### src/rtl/fir_fold_pkg.sv
`timescale 1ns/1ps
package fir_fold_pkg;
    localparam int NUM_TAPS = 9;
    localparam int NUM_UNIQ = 5;
    localparam int CENTER   = 4;

    typedef enum logic [1:0] {
        ST_IDLE = 2'd0,
        ST_MAC  = 2'd1,
        ST_EMIT = 2'd2
    } fir_state_t;
endpackage

### src/rtl/fir_tap_line.sv
`timescale 1ns/1ps
module fir_tap_line
    import fir_fold_pkg::*;
#(
    parameter int DATA_W = 12,
    parameter int PA_W   = DATA_W + 1
) (
    input  logic                       clk,
    input  logic                       rst_n,
    input  logic                       shift_en,
    input  logic signed [DATA_W-1:0]   din,
    output logic [NUM_UNIQ*PA_W-1:0]   pre_flat
);
    logic signed [DATA_W-1:0] taps [NUM_TAPS];

    always_ff @(posedge clk or negedge rst_n) begin
        if (!rst_n) begin
            for (int i = 0; i < NUM_TAPS; i++) taps[i] <= '0;
        end else if (shift_en) begin
            taps[0] <= din;
            for (int i = 1; i < NUM_TAPS; i++) taps[i] <= taps[i-1];
        end
    end

    // Mirrored pairs share a coefficient; the centre tap pairs with zero.
    for (genvar j = 0; j < NUM_UNIQ; j++) begin : g_pre
        if (j < CENTER) begin : g_pair
            assign pre_flat[j*PA_W +: PA_W] =
                PA_W'(taps[j]) + PA_W'(taps[NUM_TAPS-1-j]);
        end else begin : g_mid
            assign pre_flat[j*PA_W +: PA_W] = PA_W'(taps[j]);
        end
    end
endmodule

### src/rtl/fir_mac_lane.sv
`timescale 1ns/1ps
module fir_mac_lane
    import fir_fold_pkg::*;
#(
    parameter int LANE     = 0,
    parameter int NUM_MULT = 2,
    parameter int PA_W     = 13,
    parameter int COEF_W   = 12,
    parameter int CNT_W    = 2,
    parameter logic [NUM_UNIQ*COEF_W-1:0] COEFS = '0,
    localparam int PROD_W  = PA_W + COEF_W
) (
    input  logic [NUM_UNIQ*PA_W-1:0] pre_flat,
    input  logic [CNT_W-1:0]         slot,
    output logic signed [PROD_W-1:0] prod
);
    logic signed [PA_W-1:0]   op_a;
    logic signed [COEF_W-1:0] op_b;

    // Pick the pre-added sum and coefficient this lane owns in this slot.
    always_comb begin
        op_a = '0;
        op_b = '0;
        for (int j = 0; j < NUM_UNIQ; j++) begin
            if (int'(slot) * NUM_MULT + LANE == j) begin
                op_a = pre_flat[j*PA_W +: PA_W];
                op_b = COEFS[j*COEF_W +: COEF_W];
            end
        end
        prod = PROD_W'(op_a) * PROD_W'(op_b);
    end
endmodule

### src/rtl/fir_round_sat.sv
`timescale 1ns/1ps
module fir_round_sat #(
    parameter int ACC_W = 28,
    parameter int OUT_W = 12,
    parameter int SHIFT = 11
) (
    input  logic signed [ACC_W-1:0] acc,
    output logic signed [OUT_W-1:0] res
);
    localparam int EXT_W = ACC_W + 1;
    localparam logic signed [EXT_W-1:0] MAXV =
        {{(EXT_W-OUT_W+1){1'b0}}, {(OUT_W-1){1'b1}}};
    localparam logic signed [EXT_W-1:0] MINV =
        {{(EXT_W-OUT_W+1){1'b1}}, {(OUT_W-1){1'b0}}};

    logic signed [EXT_W-1:0] ext;
    logic signed [EXT_W-1:0] scaled;

    assign ext = EXT_W'(acc);

    if (SHIFT > 0) begin : g_round
        localparam logic signed [EXT_W-1:0] HALF = EXT_W'(1) <<< (SHIFT - 1);
        logic signed [EXT_W-1:0] biased;
        assign biased = ext + HALF;
        assign scaled = biased >>> SHIFT;
    end else begin : g_plain
        assign scaled = ext;
    end

    always_comb begin
        if (scaled > MAXV)      res = MAXV[OUT_W-1:0];
        else if (scaled < MINV) res = MINV[OUT_W-1:0];
        else                    res = scaled[OUT_W-1:0];
    end
endmodule

### src/rtl/fir_fold_sym.sv
`timescale 1ns/1ps
module fir_fold_sym
    import fir_fold_pkg::*;
#(
    parameter int DATA_W = 12,
    parameter int COEF_W = 12,
    parameter int OUT_W  = 12,
    parameter int SHIFT  = 11,
    parameter int FOLD   = 3,
    parameter logic [NUM_UNIQ*COEF_W-1:0] COEFS =
        {12'd1024, 12'd768, 12'd320, 12'd0, 12'hFC0}
) (
    input  logic                     clk,
    input  logic                     rst_n,
    input  logic                     in_valid,
    input  logic signed [DATA_W-1:0] in_data,
    output logic                     in_ready,
    output logic                     out_valid,
    output logic signed [OUT_W-1:0]  out_data
);
    localparam int PA_W     = DATA_W + 1;
    localparam int PROD_W   = PA_W + COEF_W;
    localparam int ACC_W    = PROD_W + $clog2(NUM_UNIQ);
    localparam int NUM_MULT = (NUM_UNIQ + FOLD - 1) / FOLD;
    localparam int CNT_W    = $clog2(FOLD + 1);

    fir_state_t state, nxt;
    logic [CNT_W-1:0]          slot;
    logic signed [ACC_W-1:0]   acc;
    logic signed [ACC_W-1:0]   lane_sum;
    logic [NUM_UNIQ*PA_W-1:0]  pre_flat;
    logic signed [PROD_W-1:0]  prods [NUM_MULT];
    logic                      accept;

    assign accept = in_valid && (state == ST_IDLE);

    fir_tap_line #(.DATA_W(DATA_W), .PA_W(PA_W)) i_taps (
        .clk(clk), .rst_n(rst_n), .shift_en(accept),
        .din(in_data), .pre_flat(pre_flat)
    );

    for (genvar m = 0; m < NUM_MULT; m++) begin : g_lane
        fir_mac_lane #(
            .LANE(m), .NUM_MULT(NUM_MULT), .PA_W(PA_W),
            .COEF_W(COEF_W), .CNT_W(CNT_W), .COEFS(COEFS)
        ) i_lane (
            .pre_flat(pre_flat), .slot(slot), .prod(prods[m])
        );
    end

    always_comb begin
        lane_sum = '0;
        for (int m = 0; m < NUM_MULT; m++) lane_sum = lane_sum + ACC_W'(prods[m]);
    end

    // State register, slot counter and accumulator.
    always_ff @(posedge clk or negedge rst_n) begin
        if (!rst_n) begin
            state <= ST_IDLE;
            slot  <= '0;
            acc   <= '0;
        end else begin
            state <= nxt;
            if (accept) begin
                slot <= '0;
                acc  <= '0;
            end else if (state == ST_MAC) begin
                slot <= slot + 1'b1;
                acc  <= acc + lane_sum;
            end
        end
    end

    // Transitions: accept, fold_done, release.
    always_comb begin
        nxt = state;
        unique case (state)
            ST_IDLE: if (accept) nxt = ST_MAC;
            ST_MAC:  if (slot == CNT_W'(FOLD - 1)) nxt = ST_EMIT;
            ST_EMIT: nxt = ST_IDLE;
            default: nxt = ST_IDLE;
        endcase
    end

    // Outputs.
    always_comb begin
        in_ready  = (state == ST_IDLE);
        out_valid = (state == ST_EMIT);
    end

    fir_round_sat #(.ACC_W(ACC_W), .OUT_W(OUT_W), .SHIFT(SHIFT)) i_rnd (
        .acc(acc), .res(out_data)
    );
endmodule

### config.mk
export PLATFORM = sky130hd
export DESIGN_NAME = fir_fold_sym
export DESIGN_NICKNAME = d
export VERILOG_FILES = /design/src/rtl/fir_fold_pkg.sv /design/src/rtl/fir_tap_line.sv /design/src/rtl/fir_mac_lane.sv /design/src/rtl/fir_round_sat.sv /design/src/rtl/fir_fold_sym.sv
export SDC_FILE = /design/constraint.sdc
export NUM_CORES = 1
export LEC_CHECK = 0
export CELL_PAD_IN_SITES_DETAIL_PLACEMENT = 0
export CELL_PAD_IN_SITES_GLOBAL_PLACEMENT = 1
export CORE_MARGIN = 1
export CORE_UTILIZATION = 25
export CTS_CLUSTER_SIZE = 24
export DETAILED_ROUTE_END_ITERATION = 8
export DONT_BUFFER_PORTS = 1
export HOLD_SLACK_MARGIN = 0.12
export PLACE_DENSITY_LB_ADDON = 0.15
export SLEW_MARGIN = 25
export SYNTH_ARGS = -nofsm -noshare
export SYNTH_HDL_FRONTEND = slang
export SYNTH_HIERARCHICAL = 1
export SYNTH_SLANG_ARGS = --single-unit
### constraint.sdc
create_clock -name clk -period 18.5 [get_ports clk]
set_input_delay 3.7 -clock clk [delete_from_list [all_inputs] [get_ports clk]]
set_output_delay 3.7 -clock clk [all_outputs]
set_load 0.005 [all_outputs]
After elaboration in Yosys (flattened, before gate mapping)
Cells that the tools add are included.
Operators by class
  eq/ne operators: 11
  reductions and logical operators: 6
  add/sub/neg operators: 9
  muxes and demuxes: 25
  multipliers: 2
  magnitude comparators: 2
Operator list (count)
  $mux 12: 10
  $mux 13: 8
  $eq 32x3->1 const B: 2
  $logic_not 32->1: 2
  $mux 28: 2
  $add 12x12->13: 4
  $mul 13x12->25: 2
  $eq 32x2->1 const B: 1
  $eq 32x4->1 const B: 1
  $add 28x12->29 const B: 1
  $add 28x26->28: 1
  $add 25x25->26: 1
  $gt 18x12->1 const B: 1
  $lt 18x12->1 const B: 1
  $eq 2x2->1 const B: 4
  $mux 2: 4
  $add 3x1->4 const B: 1
  $ne 2x1->1 const B: 2
  $pmux 2 s2: 1
  $add 2x1->2 const B: 1
  $eq 2x1->1 const B: 1
  $logic_not 2->1: 1
  $reduce_and 2->1: 1
  $reduce_bool 2->1: 1
  $logic_and 1x1->1: 1
Storage, ports and cells
  output and inout bits: 14
  flip-flop bits (word level): 140
  word-level logic and storage cells: 67
  input bits: 15

Logic depth before layout (Yosys ltp)
Gate-level depths: netlist of the first run.
  depth in word-level cells: 12
  gate-level depth with buffers: 34
  depth with buffers taken out: 34

Cells and area by module
Netlist of the first run, hierarchy kept.
By module, submodules not included
  fir_tap_line: area each 6226.0 sq um, seq. area each 2702.6 sq um, cells each 523, instances 1
  fir_fold_sym: area each 3088.0 sq um, seq. area each 800.8 sq um, cells each 326, instances 1
  fir_mac_lane (g_lane[0].i_lane): area each 2967.8 sq um, seq. area each 0.0 sq um, cells each 341, instances 1
  fir_mac_lane (g_lane[1].i_lane): area each 1226.2 sq um, seq. area each 0.0 sq um, cells each 144, instances 1
  fir_round_sat: area each 524.3 sq um, seq. area each 0.0 sq um, cells each 77, instances 1

Worst setup path after synthesis of the first run
OpenSTA, ideal clock, no wires.
  kind: reg-to-reg
  start: register i_taps/taps[0] in the netlist's numbering
  end: register acc[27]
  data required time: 18431 ps
  clock period less this slack: 7809 ps
  stages on the path, launching flop included: 33
  setup time: 69 ps
  arrival time: 7740 ps
  setup slack: 10691 ps
  path buffers: 0
  cells stage by stage: dfrtp_1 > ha_1 > fa_1 > a21o_1 > a221oi_2 > o21ai_2 > or4_1 > nand3_1 > mux2i_1 > or2_2 > fa_1 > inv_1 > fa_1 > inv_1 > fa_1 > inv_1 > ha_1 > ha_1 > ha_1 > o21ai_0 > a21oi_1 > and2_1 > a21oi_2 > o41ai_2 > xnor2_1 > fa_1 > ha_1 > a21o_1 > a21o_1 > a21oi_1 > nand4_1 > o311a_1 > nand3_1
RTL lines
  from (decl): line fir_tap_line.sv:14  | logic signed [DATA_W-1:0] taps [NUM_TAPS];
  to (signal assigned): line fir_fold_sym.sv:69  | acc <= acc + lane_sum;
  to (decl): line fir_fold_sym.sv:29  | logic signed [ACC_W-1:0] acc;

==> summary.txt, run 1 <==
Worst setup path
  • Worst EP arrival: 9.14 ns
  • Critical Path Start: i_taps/taps[0]
  • Slowest Stage Delay on Critical Path: 0.52 ns
  • Critical-path cell with the highest stage delay: sky130_fd_sc_hd__fa_1
  • CP Capture Point: acc[27]
  • Critical path data required time: 18.91 ns
  • CP Launch Type: register
  • Critical Path Fanout Max: 7
  • Reg-to-reg setup timing slack: 9.77 ns
  • Endpoint kind of the worst setup timing path: register
  • Worst Reg-to-Reg Cells: 32
  • Launching point of the worst reg2reg path: i_taps/taps[0]
  • Endpoint of the worst-slack reg-to-reg timing path: acc[27]
  • Type of the setup path with the least slack: reg2reg

Outcome
  • Result of the run: complete, but fails checks
  • Violated checks: design-rule violations

Clocking
  • Buffers inserted during post-CTS setup optimization: 0
  • TritonCTS buffer count: 17
  • Maximum buffer depth of the clock tree: 2
  • Master cell of the clock root buffer: sky130_fd_sc_hd__clkbuf_16
  • Clock transition at path regs: 0.07 ns
  • Number of gates resized after CTS: 0
  • Worst skew pair latency: 0.48 ns
  • CTS tree: done
  • Hold Buf Count CTS: 0
  • Count of clock tree sinks: 140
  • Clock H-tree levels: 4

Timing
  • Maximum frequency from static timing analysis: roughly 110 MHz
  • Final number of max-transition violations: 0
  • Unrepaired setup endpoints after global routing: false
  • Rel. slew slack: 35.0%
  • Final setup margin: slightly below 10 ns
  • Max Clock Skew: 0.0117 ns
  • Final setup viols: 0
  • Final Hold Vio Count: 0
  • Min cycle time layout: 8.73 ns
  • Sum Neg Setup Slack: 0 ns
  • Transition time of the tightest slew-check pin: 0.976 ns
  • Final period util: between 40% and 50%
  • Worst hold slack after final layout: approximately 0.48 ns

Route
  • Pre-antenna DRT Iters: 6
  • Wirelength, routed: 32.8 mm
  • Number of nets with antenna violations after detailed routing: 0
  • Wirelength per Cell: 16.3 um
  • DR vias: 9101
  • Drt initial violations: around 340
  • DRC violations left: 3
  • Routed vias/inst: 4.54

Floorplanning
  • Width of the die: 234 um
  • Core outline area: 52900 um2
  • Starting Density: about a quarter
  • Area of the die: roughly 55000 um2
  • Die span in y: around 230 um
  • Number of I/O pins: 29
  • Number of core rows: 84

Layout
  • Layout-stage area growth over the synthesis result: 8.84%
  • Fraction of layout instances using a drive strength above 1: 14.3%
  • Commonest cells after routing, fill and taps aside: sky130_fd_sc_hd__ha_1, sky130_fd_sc_hd__dfrtp_1, sky130_fd_sc_hd__inv_1, sky130_fd_sc_hd__mux2_2, sky130_fd_sc_hd__fa_1
  • Number of nets in the layout: about 1600
  • Most common library cell in the layout ignoring fill and taps: sky130_fd_sc_hd__ha_1
  • Count of antenna diodes in the layout: 0

GRT
  • Met2 GRT Util: about a fifth
  • Total global-route track usage: 12.9%
  • Global Route met3 Usage: 2.57%
  • Pin count of the biggest net entering global routing: 141
  • GR met1 Demand/Resource: 17.4%
  • Most used routing layer: met2
  • Vias in the first global route: between 9000 and 10000
  • Grt ovf: 0
  • Initial antenna violation count: 0
  • First-pass GRT wire length: 54.2 mm

Hold path
  • Kind of path behind the tightest hold check: reg2reg

Placement
  • Worst setup slack after placement: 9.81 ns
  • Detailed placement HPWL: 26.1 mm
  • GPL Wtd Cong: 0.781
  • Number of input and output port buffers inserted: 0

Logic synthesis
  • Synthesized area divided by synthesized cell count: ~10 um2
  • Area of the mapped netlist: 13500 um2
  • Number of synthesis warnings: 6
  • Number of cells produced by synthesis: 1337

Job
  • Number of max-capacitance violations reported: 0
[worst max-delay path, delay by kind of cell (launching register included)]
kind                       cells  cell delay, ns
DFF                            1            0.38
xor gates and xnor gates       1            0.48
buffers and inverters          3            0.15
AOI/OAI and AO/OA             11            2.13
adders and majority gates     10            4.05
and+or+nand+nor                6            1.35
muxes                          1            0.10
[sequential cells by signal, indices dropped and copies added, names as in the netlist]
register	flops
acc	28
i_taps/taps	96
slot	2
i_taps/pre_flat	12
state	2
[layout make-up]
cell class / count / area [um2]
Clock buffer: 20 / 467
Multi-Input combinational cell: 1026 / 9200
Timing Repair Buffer: 5 / 37.5
Clock inverter: 11 / 155
Tap cell: 688 / 861
Inverter: 116 / 438
Fill cell: 5620 / 38200
Sequential cell: 140 / 3500
[worst min path at each step]
stage / start / endpoint / slack [ns] / cells after the start
6_report: acc[0] / acc[0] / 0.48 / 2
5_1_grt: acc[0] / acc[0] / 0.50 / 2
4_1_cts: acc[0] / acc[0] / 0.49 / 2
3_5_place_dp: acc[0] / acc[0] / 0.47 / 2
3_3_place_gp: acc[0] / acc[0] / 0.46 / 2
2_1_floorplan: acc[0] / acc[0] / 0.45 / 2
[metal layers]
| metal | vias to the layer above | part of all wire, % |
|---|---|---|
| li1 | 4595 | - |
| met4 | 0 | 1.5 |
| met5 | - | 0 |
| met1 | 4413 | 50 |
| met3 | 25 | 2.2 |
| met2 | 68 | 46 |
[through the flow]
stage / cell area [um2] / cells / utilization (%)
after global routing: 14700 / 2006 / 27.7
after global placement: 14000 / 1975 / 26.6
after floorplan: 13500 / 1349 / -
after CTS: 14700 / 2006 / 27.7
final: 14700 / 2006 / 27.7
after detailed placement: 14000 / 1975 / 26.6
Power of run 1 is not shown: default switching activity piles up to over one toggle a cycle in this logic, so the estimate is an artifact.
==> run 2: changes to the inputs <==
- clock period: 18.5 -> 8.8 ns (I/O delays scaled with it)
==> summary.txt, run 2 (same netlist as run 1, synthesis figures left out) <==
GRT
  • Initial antenna violation count: 0
  • Grt ovf: 0
  • Total global-route track usage: roughly 13%
  • Vias in the first global route: 9538
  • Pin count of the biggest net entering global routing: 141
  • First-pass GRT wire length: 53.2 mm

Layout
  • Layout-stage area growth over the synthesis result: 9.20%
  • Area of the multi-input gates: 9250 um2
  • Commonest cells after routing, fill and taps aside: sky130_fd_sc_hd__ha_1, sky130_fd_sc_hd__dfrtp_1, sky130_fd_sc_hd__inv_1, sky130_fd_sc_hd__mux2_2, sky130_fd_sc_hd__fa_1
  • Filler instances: approximately 5700
  • Flip-flop count of the largest register, all copies and words added: between 90 and 100
  • Fraction of layout instances using a drive strength above 1: 15.1%
  • Flip-flop and latch area: 3500 um2
  • Largest Register: i_taps/taps
  • Non-filler instance count after layout: 2010
  • Count of antenna diodes in the layout: 0
  • Most common library cell in the layout ignoring fill and taps: sky130_fd_sc_hd__ha_1
  • Number of nets in the layout: 1564

Placement
  • Placed cell count: 1978
  • Worst setup slack after placement: a little under 0.2 ns
  • Detailed placement HPWL: between 20 and 30 mm
  • Number of input and output port buffers inserted: 0
  • GPL Wtd Cong: about 0.77

Worst setup path
  • CP Capture Point: acc[26]
  • Worst EP arrival: 8.65 ns
  • CP Launch Type: register
  • Critical path data required time: 9.14 ns
  • Launching point of the worst reg2reg path: i_taps/taps[0]
  • Critical Path Start: i_taps/taps[0]
  • Critical-path cell with the highest stage delay: sky130_fd_sc_hd__fa_1
  • Endpoint of the worst-slack reg-to-reg timing path: acc[26]
  • Type of the setup path with the least slack: reg2reg
  • Endpoint kind of the worst setup timing path: register
  • Worst Reg-to-Reg Cells: 32
  • Reg-to-reg setup timing slack: 0.49 ns
  • Slowest Stage Delay on Critical Path: approximately 0.53 ns
  • Critical Path Fanout Max: 7

Timing
  • Final number of max-transition violations: 0
  • Min cycle time layout: 8.31 ns
  • Worst hold slack after final layout: 0.498 ns
  • Transition time of the tightest slew-check pin: 0.955 ns
  • Final setup viols: 0
  • Sum Neg Setup Slack: 0 ns
  • Final Hold Vio Count: 0
  • Final setup margin: 0.490 ns
  • Rel. slew slack: between 30% and 40%
  • Final period util: 94.4%
  • Unrepaired setup endpoints after global routing: true
  • Max Clock Skew: 0.0128 ns
  • Maximum frequency from static timing analysis: between 100 and 150 MHz

Route
  • Wirelength, routed: 32.7 mm
  • Number of nets with antenna violations after detailed routing: 0
  • Routed vias/inst: 4.51
  • Wirelength per Cell: 16.3 um
  • DR vias: around 9100
  • Pre-antenna DRT Iters: 6
  • Drt initial violations: 369
  • DRC violations left: 3

Floorplanning
  • Number of core rows: 84
  • Area of the die: about 55000 um2
  • Number of I/O pins: 29
  • Die span in y: 234 um
  • Core outline area: 52900 um2
  • Width of the die: 234 um
  • Starting Density: 25.5%

Clocking
  • Master cell of the clock root buffer: sky130_fd_sc_hd__clkbuf_16
  • Clock transition at path regs: roughly 0.07 ns
  • Maximum buffer depth of the clock tree: 2
  • TritonCTS buffer count: 17
  • Count of clock tree sinks: 140
  • Worst skew pair latency: roughly 0.47 ns
  • CTS tree: done
  • Buffers inserted during post-CTS setup optimization: 0
  • Clock H-tree levels: 4
  • Hold Buf Count CTS: 0

Hold path
  • Kind of path behind the tightest hold check: reg2reg

Outcome
  • Violated checks: design-rule violations
  • Result of the run: complete, but fails checks

Job
  • Number of max-capacitance violations reported: 0
[run 2: cell types whose count changed in the layout (fill, tap and decap cells not counted), moves of 2 or more]
cell | before | now
sky130_fd_sc_hd__ha_2 | 0 | 2
sky130_fd_sc_hd__inv_8 | 0 | 2
sky130_fd_sc_hd__ha_1 | 155 | 153
sky130_fd_sc_hd__buf_4 | 5 | 8
sky130_fd_sc_hd__clkinvlp_4 | 4 | 2
sky130_fd_sc_hd__clkbuf_8 | 3 | 1
[run 2: per-stage QoR]
step                utilization [%]  cell area [um2]
detailed placement             26.6            14100
finish                         27.8            14700
global route                   27.8            14700
floorplan                         -            13500
global placement               26.6            14100
CTS                            27.7            14700
[run 2: metal layers]
metal | routed length (um) | up-vias | share of wire [%] | GRT usage, %
met4 | 568 | 0 | 1.7 | 4.55
met3 | 801 | 26 | 2.4 | 2.40
met2 | 15300 | 76 | 47 | 20.7
met1 | 16100 | 4376 | 49 | 16.8
li1 | - | 4591 | - | -
met5 | 0 | - | 0 | 0
[run 2: worst min-delay path by stage]
stage,cells after the start,to,from,slack (ns)
floorplan,2,acc[0],acc[0],0.45
global placement,2,acc[0],acc[0],0.46
detailed placement,2,acc[0],acc[0],0.48
CTS,2,acc[0],acc[0],0.50
global route,1,i_taps/taps[86],i_taps/taps[86],0.51
finish,2,acc[0],acc[0],0.50
[run 2: worst max-delay path: cells and delay by family (launching register included)]
family                   cells  cell delay [ns]
buffers and inverters        4             0.35
AND/OR/NAND/NOR              3             0.63
AO/OA/AOI/OAI               12             2.20
XOR/XNOR                     2             0.57
multiplexers                 1             0.12
adder cells (fa/ha/maj)     10             3.92
flip-flops                   1             0.38
[run 2: timing repair]
| action | in CTS | in global routing |
|---|---|---|
| gates resized for setup | 0 | 10 |
| endpoints found under the hold margin | 0 | 0 |
| setup endpoints to repair | 0 | 5 |
[run 2: area by class of cell]
type | count | area share [%]
clock buffer | 19 | 3.01
clock inverter | 13 | 1.05
inverter | 116 | 2.98
multi-input combinational | 1026 | 62.9
sequential | 140 | 23.8
tap | 688 | 5.85
timing repair buffer | 8 | 0.408
Power of run 2 is left out for the same reason.
==> run 3: changes to the inputs <==
- CORE_UTILIZATION: 25 -> 53
==> summary.txt, run 3 (same netlist as run 1, synthesis figures left out) <==
GRT
  • Grt ovf: 0
  • Initial antenna violation count: 0
  • First-pass GRT wire length: 46.6 mm
  • Met2 GRT Util: 39.4%
  • GR met1 Demand/Resource: 29.2%
  • Global Route met3 Usage: 2.54%
  • Total global-route track usage: approximately 22%
  • Pin count of the biggest net entering global routing: 141
  • Vias in the first global route: 9332
  • Most used routing layer: met2

Layout
  • Number of nets in the layout: approximately 1600
  • Commonest cells after routing, fill and taps aside: sky130_fd_sc_hd__ha_1, sky130_fd_sc_hd__dfrtp_1, sky130_fd_sc_hd__inv_1, sky130_fd_sc_hd__mux2_2, sky130_fd_sc_hd__fa_1
  • Count of antenna diodes in the layout: 0
  • Largest Register: i_taps/taps
  • Layout-stage area growth over the synthesis result: 5.85%
  • Fraction of layout instances using a drive strength above 1: 15.1%
  • Most common library cell in the layout ignoring fill and taps: sky130_fd_sc_hd__ha_1
  • Flip-flop count of the largest register, all copies and words added: between 90 and 100

Timing
  • Final period util: around 95%
  • Final setup viols: 0
  • Final Hold Vio Count: 0
  • Final number of max-transition violations: 0
  • Max Clock Skew: 0.0164 ns
  • Min cycle time layout: 8.34 ns
  • Rel. slew slack: about a third
  • Sum Neg Setup Slack: 0 ns
  • Maximum frequency from static timing analysis: roughly 120 MHz
  • Transition time of the tightest slew-check pin: 0.983 ns
  • Unrepaired setup endpoints after global routing: false

Floorplanning
  • Number of core rows: 57
  • Die span in y: 161 um
  • Width of the die: 161 um
  • Starting Density: 54.8%
  • Core outline area: 24600 um2
  • Area of the die: 26100 um2
  • Number of I/O pins: 29

Worst setup path
  • Reg-to-reg setup timing slack: between 0.4 and 0.5 ns
  • Endpoint kind of the worst setup timing path: register
  • Worst EP arrival: 8.68 ns
  • Type of the setup path with the least slack: reg2reg
  • Slowest Stage Delay on Critical Path: about 0.52 ns
  • Critical-path cell with the highest stage delay: sky130_fd_sc_hd__fa_1
  • Launching point of the worst reg2reg path: i_taps/taps[96]
  • Critical Path Fanout Max: 7
  • Critical path data required time: 9.15 ns
  • Worst Reg-to-Reg Cells: 32
  • Endpoint of the worst-slack reg-to-reg timing path: acc[27]
  • CP Launch Type: register

Route
  • DRC violations left: 0
  • Wirelength, routed: 27.4 mm
  • Routed vias/inst: ~5.6
  • Drt initial violations: 392
  • Pre-antenna DRT Iters: 4
  • DR vias: 9219
  • Wirelength per Cell: ~17 um
  • Number of nets with antenna violations after detailed routing: 0

Placement
  • Detailed placement HPWL: roughly 22 mm
  • Number of input and output port buffers inserted: 0
  • GPL Wtd Cong: between 0.8 and 0.9

Clocking
  • TritonCTS buffer count: 17
  • Count of clock tree sinks: 140
  • Master cell of the clock root buffer: sky130_fd_sc_hd__clkbuf_16
  • CTS tree: done
  • Worst skew pair latency: about 0.43 ns
  • Clock H-tree levels: 4
  • Maximum buffer depth of the clock tree: 2
  • Clock transition at path regs: approximately 0.080 ns

Outcome
  • Result of the run: completed

Hold path
  • End point of the worst hold path: acc[0]
  • Instance count along the most critical hold path: 2
  • Launch instance of the worst min-delay path: acc[0]
  • Kind of path behind the tightest hold check: reg2reg

Job
  • Number of max-capacitance violations reported: 0
-- run 3: worst max-delay path by stage --
stage / from / end / cells after the start
5_1_grt: i_taps/taps[96] / acc[27] / 32
4_1_cts: i_taps/taps[96] / acc[27] / 32
6_report: i_taps/taps[96] / acc[27] / 32
3_3_place_gp: i_taps/taps[0] / acc[27] / 32
3_5_place_dp: i_taps/taps[96] / acc[27] / 32
2_1_floorplan: i_taps/taps[0] / acc[27] / 32
-- run 3: cell type report --
| class | count | area [um2] |
|---|---|---|
| Inverter | 116 | 438 |
| Tap cell | 324 | 405 |
| Fill cell | 2181 | 10300 |
| Sequential cell | 140 | 3500 |
| Clock inverter | 15 | 189 |
| Multi-Input combinational cell | 1026 | 9230 |
| Clock buffer | 17 | 425 |
| Timing Repair Buffer | 9 | 67.6 |
-- run 3: critical path, delay by kind of cell (launching register included) --
kind	cells	cell delay [ns]
AND/OR/NAND/NOR	6	1.29
multiplexers	1	0.10
buffers and inverters	3	0.14
adder cells (fa/ha/maj)	10	3.95
XOR/XNOR	1	0.20
flip-flops	1	0.41
AO/OA/AOI/OAI	11	2.15
-- run 3: routing by layer --
layer | up-vias | share of wire (%)
li1 | 4588 | -
met1 | 4523 | 47
met2 | 90 | 50
met3 | 18 | 1.7
met4 | 0 | 1.3
met5 | - | 0
-- run 3: repair_timing --
action | in CTS | in global routing
hold buffers | 0 | 0
resized for setup | 0 | 7
setup buffers | 0 | 4
setup endpoints to repair | 0 | 2
-- run 3: metrics by stage --
step	util (%)	hold WS (ns)	setup WS [ns]	instances	instance area [um2]
after floorplan	-	0.450	0.991	1349	13500
after global placement	55.2	0.466	0.521	1611	13600
after detailed placement	55.2	0.470	0.332	1611	13600
after CTS	57.7	0.487	0.271	1643	14200
after global routing	58.0	0.517	0.00793	1647	14300
final	58.0	0.485	0.464	1647	14300
Power of run 3 is left out for the same reason.
